## config.mk

```make
export PLATFORM = sky130hd
export DESIGN_NAME = usb_irq_gate
export DESIGN_NICKNAME = d
export VERILOG_FILES = /design/src/rtl/usb_irq_pkg.sv /design/src/rtl/usb_irq_enreg.sv /design/src/rtl/usb_irq_flags.sv /design/src/rtl/usb_irq_combine.sv /design/src/rtl/usb_irq_gate.sv
export SDC_FILE = /design/constraint.sdc
export NUM_CORES = 1
export LEC_CHECK = 0
export ABC_AREA = 1
export ABC_CLOCK_PERIOD_IN_PS = 800
export BUFFER_PORTS_ARGS = -buffer_cell sky130_fd_sc_hd__buf_2
export CAP_MARGIN = 20
export CORE_MARGIN = 5
export CORE_UTILIZATION = 34
export CTS_CLUSTER_SIZE = 25
export DETAILED_ROUTE_END_ITERATION = 12
export PLACE_DENSITY_LB_ADDON = 0.3
export SLEW_MARGIN = 20
export SYNTH_ARGS = -nofsm -noshare
export SYNTH_HDL_FRONTEND = slang
export SYNTH_SLANG_ARGS = --single-unit
export TNS_END_PERCENT = 50
```

## constraint.sdc

```tcl
create_clock -name clk -period 0.8 [get_ports clk]
set_input_delay 0.04 -clock clk [delete_from_list [all_inputs] [get_ports clk]]
set_output_delay 0.04 -clock clk [all_outputs]
set_load 0.01 [all_outputs]
```

## src/rtl/usb_irq_pkg.sv

```systemverilog
// Package: shared constants for the USB interrupt gating unit.
// Assumes a 16-bit register file on a byte-addressed CPU bus.
package usb_irq_pkg;
    localparam int DATA_W   = 16;
    localparam int ADDR_W   = 8;
    localparam int NUM_EP   = 6;
    localparam int MAIN_W   = 5;   // vbus, resume, sof, dev-state, ctl-transfer

    localparam logic [ADDR_W-1:0] A_ENABLE = 8'h10;
    localparam logic [ADDR_W-1:0] A_MAIN   = 8'h12;
    localparam logic [ADDR_W-1:0] A_EPRN   = 8'h14;
    localparam logic [ADDR_W-1:0] A_EPEM   = 8'h16;

    // main status bit positions
    localparam int S_VBUS = 0;
    localparam int S_RSM  = 1;
    localparam int S_SOF  = 2;
    localparam int S_DEV  = 3;
    localparam int S_CTL  = 4;

    // enable word bit positions
    localparam int E_VBUS = 15;
    localparam int E_RSM  = 14;
    localparam int E_SOF  = 13;
    localparam int E_DEV  = 12;
    localparam int E_CTL  = 11;
    localparam int E_EMP  = 10;
    localparam int E_NRDY = 9;
    localparam int E_RDY  = 8;
    localparam int E_URST = 7;
    localparam int E_SADR = 6;
    localparam int E_SCFG = 5;
    localparam int E_SUSP = 4;
    localparam int E_WDST = 3;
    localparam int E_RDST = 2;
    localparam int E_CMPL = 1;
    localparam int E_SERR = 0;
endpackage

```

## src/rtl/usb_irq_enreg.sv

```systemverilog
// Module: 16-bit read/write enable word.
// Assumes single-cycle write strobes; reset clears all bits.
module usb_irq_enreg #(
    parameter int W      = 16,
    parameter int AW     = 8,
    parameter logic [AW-1:0] ADDR = 8'h10
) (
    input  logic          clk,
    input  logic          rst_n,
    input  logic [AW-1:0] addr,
    input  logic          wr,
    input  logic [W-1:0]  wdata,
    output logic [W-1:0]  en_q
);
    // Store the CPU write when it targets this register.
    always_ff @(posedge clk) begin
        if (!rst_n)
            en_q <= '0;
        else if (wr && addr == ADDR)
            en_q <= wdata;
    end
endmodule

```

## src/rtl/usb_irq_flags.sv

```systemverilog
// Module: bank of sticky status flags with write-one-to-clear.
// Assumes set and clear vectors are single-cycle; set has priority.
module usb_irq_flags #(
    parameter int W = 6
) (
    input  logic         clk,
    input  logic         rst_n,
    input  logic [W-1:0] set,
    input  logic [W-1:0] clr,
    output logic [W-1:0] q
);
    // Per-bit update: clear first, then apply set so it wins.
    always_ff @(posedge clk) begin
        if (!rst_n)
            q <= '0;
        else
            q <= (q & ~clr) | set;
    end
endmodule

```

## src/rtl/usb_irq_combine.sv

```systemverilog
// Module: top-level gating and OR reduction to the interrupt line.
// Assumes sources are aligned bit-for-bit with the enable byte.
module usb_irq_combine #(
    parameter int N = 8
) (
    input  logic [N-1:0] src,
    input  logic [N-1:0] en,
    output logic         irq
);
    logic [N-1:0] hit;

    genvar g;
    generate
        for (g = 0; g < N; g++) begin : g_gate
            assign hit[g] = src[g] & en[g];
        end
    endgenerate

    // Any enabled source asserts the request.
    always_comb irq = |hit;
endmodule

```

## src/rtl/usb_irq_gate.sv

```systemverilog
// Module: USB device interrupt enable/status unit (top).
// Holds the enable word, device/control aggregate flags, direct flags
// and per-endpoint vectors; drives one interrupt request.
// Assumes event inputs are single-cycle pulses synchronous to clk.
module usb_irq_gate
    import usb_irq_pkg::*;
#(
    parameter int EP_N = NUM_EP
) (
    input  logic              clk,
    input  logic              rst_n,
    input  logic [ADDR_W-1:0] bus_addr,
    input  logic              bus_wr,
    input  logic [DATA_W-1:0] bus_wdata,
    output logic [DATA_W-1:0] bus_rdata,
    input  logic              ev_vbus,
    input  logic              ev_resume,
    input  logic              ev_sof,
    input  logic              ev_bus_reset,
    input  logic              ev_set_addr,
    input  logic              ev_set_cfg,
    input  logic              ev_suspend,
    input  logic              ev_wr_status,
    input  logic              ev_rd_status,
    input  logic              ev_ctl_done,
    input  logic              ev_seq_err,
    input  logic [EP_N-1:0]   ep_ready,
    input  logic [EP_N-1:0]   ep_not_ready,
    input  logic [EP_N-1:0]   ep_empty,
    output logic              irq_out
);
    localparam int NSRC   = 8;
    localparam int HI_OFS = 8;

    logic [DATA_W-1:0] en_q;
    logic [MAIN_W-1:0] main_set, main_clr, main_q;
    logic [EP_N-1:0]   rdy_clr, nrdy_clr, emp_clr;
    logic [EP_N-1:0]   rdy_q, nrdy_q, emp_q;
    logic              dev_hit, ctl_hit;
    logic [NSRC-1:0]   src_vec;
    logic [NSRC-1:0]   top_en;

    usb_irq_enreg #(.W(DATA_W), .AW(ADDR_W), .ADDR(A_ENABLE)) i_enreg (
        .clk(clk), .rst_n(rst_n), .addr(bus_addr), .wr(bus_wr),
        .wdata(bus_wdata), .en_q(en_q)
    );

    // Qualify bus-state sub-events with their sub-enables.
    always_comb begin
        dev_hit = (ev_bus_reset & en_q[E_URST]) |
                  (ev_set_addr  & en_q[E_SADR]) |
                  (ev_set_cfg   & en_q[E_SCFG]) |
                  (ev_suspend   & en_q[E_SUSP]);
    end

    // Qualify control-transfer sub-events with their sub-enables.
    always_comb begin
        ctl_hit = (ev_wr_status & en_q[E_WDST]) |
                  (ev_rd_status & en_q[E_RDST]) |
                  (ev_ctl_done  & en_q[E_CMPL]) |
                  (ev_seq_err   & en_q[E_SERR]);
    end

    // Assemble set vector of the main status flags.
    always_comb begin
        main_set        = '0;
        main_set[S_VBUS] = ev_vbus;
        main_set[S_RSM]  = ev_resume;
        main_set[S_SOF]  = ev_sof;
        main_set[S_DEV]  = dev_hit;
        main_set[S_CTL]  = ctl_hit;
    end

    // Decode write-one-to-clear masks for each status register.
    always_comb begin
        main_clr = '0;
        rdy_clr  = '0;
        nrdy_clr = '0;
        emp_clr  = '0;
        if (bus_wr) begin
            if (bus_addr == A_MAIN) main_clr = bus_wdata[MAIN_W-1:0];
            if (bus_addr == A_EPRN) begin
                rdy_clr  = bus_wdata[EP_N-1:0];
                nrdy_clr = bus_wdata[HI_OFS +: EP_N];
            end
            if (bus_addr == A_EPEM) emp_clr = bus_wdata[EP_N-1:0];
        end
    end

    usb_irq_flags #(.W(MAIN_W)) i_main (
        .clk(clk), .rst_n(rst_n), .set(main_set), .clr(main_clr), .q(main_q)
    );
    usb_irq_flags #(.W(EP_N)) i_rdy (
        .clk(clk), .rst_n(rst_n), .set(ep_ready), .clr(rdy_clr), .q(rdy_q)
    );
    usb_irq_flags #(.W(EP_N)) i_nrdy (
        .clk(clk), .rst_n(rst_n), .set(ep_not_ready), .clr(nrdy_clr), .q(nrdy_q)
    );
    usb_irq_flags #(.W(EP_N)) i_emp (
        .clk(clk), .rst_n(rst_n), .set(ep_empty), .clr(emp_clr), .q(emp_q)
    );

    // Align sources with enable bits 15..8.
    always_comb begin
        src_vec[E_VBUS-HI_OFS] = main_q[S_VBUS];
        src_vec[E_RSM -HI_OFS] = main_q[S_RSM];
        src_vec[E_SOF -HI_OFS] = main_q[S_SOF];
        src_vec[E_DEV -HI_OFS] = main_q[S_DEV];
        src_vec[E_CTL -HI_OFS] = main_q[S_CTL];
        src_vec[E_EMP -HI_OFS] = |emp_q;
        src_vec[E_NRDY-HI_OFS] = |nrdy_q;
        src_vec[E_RDY -HI_OFS] = |rdy_q;
        top_en                 = en_q[HI_OFS +: NSRC];
    end

    usb_irq_combine #(.N(NSRC)) i_comb (
        .src(src_vec), .en(top_en), .irq(irq_out)
    );

    // Read multiplexer; unmapped addresses return zero.
    always_comb begin
        bus_rdata = '0;
        case (bus_addr)
            A_ENABLE: bus_rdata = en_q;
            A_MAIN: begin
                bus_rdata[MAIN_W-1:0] = main_q;
                bus_rdata[5] = |emp_q;
                bus_rdata[6] = |nrdy_q;
                bus_rdata[7] = |rdy_q;
            end
            A_EPRN: begin
                bus_rdata[EP_N-1:0]      = rdy_q;
                bus_rdata[HI_OFS +: EP_N] = nrdy_q;
            end
            A_EPEM: bus_rdata[EP_N-1:0] = emp_q;
            default: bus_rdata = '0;
        endcase
    end
endmodule

```

==> results_dict.tcl <==
set metrics [dict create \
    status "finished with violations" \
    violations "negative setup slack" \
    timing.max_cap.violations 0 \
    worstMarginPinSlew_ns 0.237 \
    clk_path_buf_depth 2 \
    final_area_um2 4010 \
    area.growth.synth_to_final_pct 76.7 \
    dpl_worst_slack_ns -0.364 \
    min_period_ns 1.30 \
    synth_warnings 0 \
    critPathCapture "irq_out" \
    power_mw 4.34 \
    synthArstFlopShare 0 \
    clock_sinks 39 \
    crit_required_ns 0.76 \
    synth-main-ff-cell "dfxtp_1" \
    timing.slew.headroom 0.841 \
    crit_arrival_ns 1.26 \
    synth_area_leader_cell "dfxtp_1" \
    dp_hpwl_mm 5.46 \
    finalHoldViolCount 0 \
    synth_area_leaders "dfxtp_1 34%, nand2_1 16%, nand3_1 15%" \
    die_w_um 91.7 \
    routabilityCongestion 0.864 \
    dpl-instance-area_um2 3040 \
    drive_gt1_frac 0.481 \
    finalSetupViolations 35 \
    reg2reg_depth 4 \
    first_pass_iters 4 \
    vias 2895 \
    coreArea_um2 6420 \
    synth_top_area_frac 0.344 \
    wl_mm 8.69 \
    r2r-end "i_main.q[4]" \
    regToRegSetupSlack_ns -0.01 \
    die_h_um 91.7 \
    syn_area_per_cell_um2 6.07 \
    num_io_pins 73 \
    end_kind "output pin" \
    synth_most_common_cell "nand2_1" \
    numCtsBuffers 5 \
    final_util 0.624 \
    drt_iter0_drc 129 \
    powerDensity_nw_per_um2 1080 \
    synth_seq_cells 39 \
    start_kind "register" \
    dieArea_um2 8410 \
    n_antenna_cell 0 \
    clk_pin_slew_ns 0.08 \
    clock_latency_ns 0.29 \
    synth-edff-count 0 \
    grt_start_max_net_pins 24 \
    clockRootBuffer "clkbuf_8" \
    use_met2 0.340 \
    grt_pass1_wl_mm 12.5 \
    worstSetupStartpoint "i_nrdy.q[4]" \
    synth_common_cells "95 x nand2_1, 67 x nand3_1, 61 x inv_1" \
    synth_area_um2 2270 \
    post-route-period-util 1.63 \
    start_util 0.353 \
    antenna_found_initial 0 \
    hold_path_class "in2reg" \
    ys_types 20 \
    fmax_ghz 0.767 \
    multi_input_comb_area_um2 1420 \
    portBuffers 72 \
    final_nets 573 \
    syn_nets 430 \
    final_max_slew_viol_count 0 \
    grt_pass1_vias 2708 \
    grt_util_met3 0.0548 \
    rsz0062_at_grt "yes" \
    grt_overflow 0 \
    p_leak_nw 2.02 \
    ys_seq_area_frac 0.344 \
    worst_slack_ns -0.504 \
    globalRouteMet1Util 0.211 \
    cts_htree_levels 2 \
    register_area_um2 817 \
    grtUsageTotal 0.187 \
    worstSetupPathType "reg2out" \
    routedWlPerCell_um 14.6 \
    drt-vias-per-instance 4.88 \
    fin_skew_ns 0.00228 \
    crit_path_max_fanout 2 \
    antenna_left 0 \
    ir_drop_v 0.000781 \
    r2r-start "i_enreg.en_q[1]" \
    syn_inst 374 \
    nFillCells 600 \
    rows 29 \
    drc 0 \
    cts_tree "yes" \
    busiest_layer "met2" \
    tns_ns -7.11 \
]
routing by layer:
| layer | up-vias | share of wire |
|---|---|---|
| met3 | 7 | 0.094 |
| met2 | 119 | 0.52 |
| met5 | - | 0 |
| met4 | 0 | 0.0092 |
| met1 | 1323 | 0.38 |
| li1 | 1446 | - |
area by class of cell:
| class | count | share of cell area |
|---|---|---|
| Inverter | 63 | 0.0609 |
| Tap cell | 77 | 0.0240 |
| Sequential cell | 39 | 0.204 |
| Clock buffer | 6 | 0.0181 |
| Multi-Input combinational cell | 252 | 0.354 |
| Timing Repair Buffer | 156 | 0.339 |
kinds of logic after synthesis:
kind of cell    after synthesis  synth area share
simple gates                225             0.435
buf+inv                      83             0.162
flops                        39             0.344
compound gates               27            0.0596
worst max-delay path, stage by stage (launching register included):
cell     delay [ns]
dfxtp_2        0.33
nor2_2         0.10
nand4_1        0.19
nand2_1        0.11
nand4_1        0.08
buf_2          0.16
registers in the layout, indices dropped and copies added (netlist names):
| name | flops |
|---|---|
| i_nrdy.q | 6 |
| i_emp.q | 6 |
| i_main.q | 5 |
| i_enreg.en_q | 16 |
| i_rdy.q | 6 |
through the flow:
step | hold slack, ns | std cells
5_1_grt | 0.0353 | 593
6_report | 0.0238 | 593
3_3_place_gp | 0.284 | 548
3_5_place_dp | 0.281 | 548
4_1_cts | 0.00488 | 583
2_1_floorplan | 0.169 | 374
how the worst min path moves through the flow:
stage                     from          end  slack, ns  depth (start not counted)
3_3_place_gp       ep_ready[3]   i_rdy.q[3]       0.28                          3
2_1_floorplan      ep_ready[0]   i_rdy.q[0]       0.17                          2
5_1_grt                ev_vbus  i_main.q[0]       0.04                          3
4_1_cts                ev_vbus  i_main.q[0]      0.005                          3
6_report               ev_vbus  i_main.q[0]       0.02                          3
3_5_place_dp   ep_not_ready[0]  i_nrdy.q[0]       0.28                          3
placed cells by master (no fill, tap or decap), types with 20 or more instances in the layout:
cell,instances
a21oi_1,21
buf_2,65
buf_4,25
buf_6,33
dfxtp_2,26
dlygate4sd3_1,20
inv_1,53
nand2_1,80
nand3_1,37
nand3_2,29
nor2_1,35
report_power, final:
part	internal, mW	switching, mW	leakage [nW]	total [mW]
clock network	0.582	0.666	0.0371	1.25
logic	0.532	0.460	1.65	0.991
registers	2.03	0.0719	0.329	2.10
total	3.15	1.20	2.02	4.34
repair_timing:
action,4_1_cts,5_1_grt
gates resized for setup,93,60
hold buffers,20,0
setup endpoints to repair,33,53
gates cloned,4,3
setup buffers,5,13
endpoints found under the hold margin,20,0
pin swaps,24,28
Note: power is estimated with default switching activity, not from simulation.
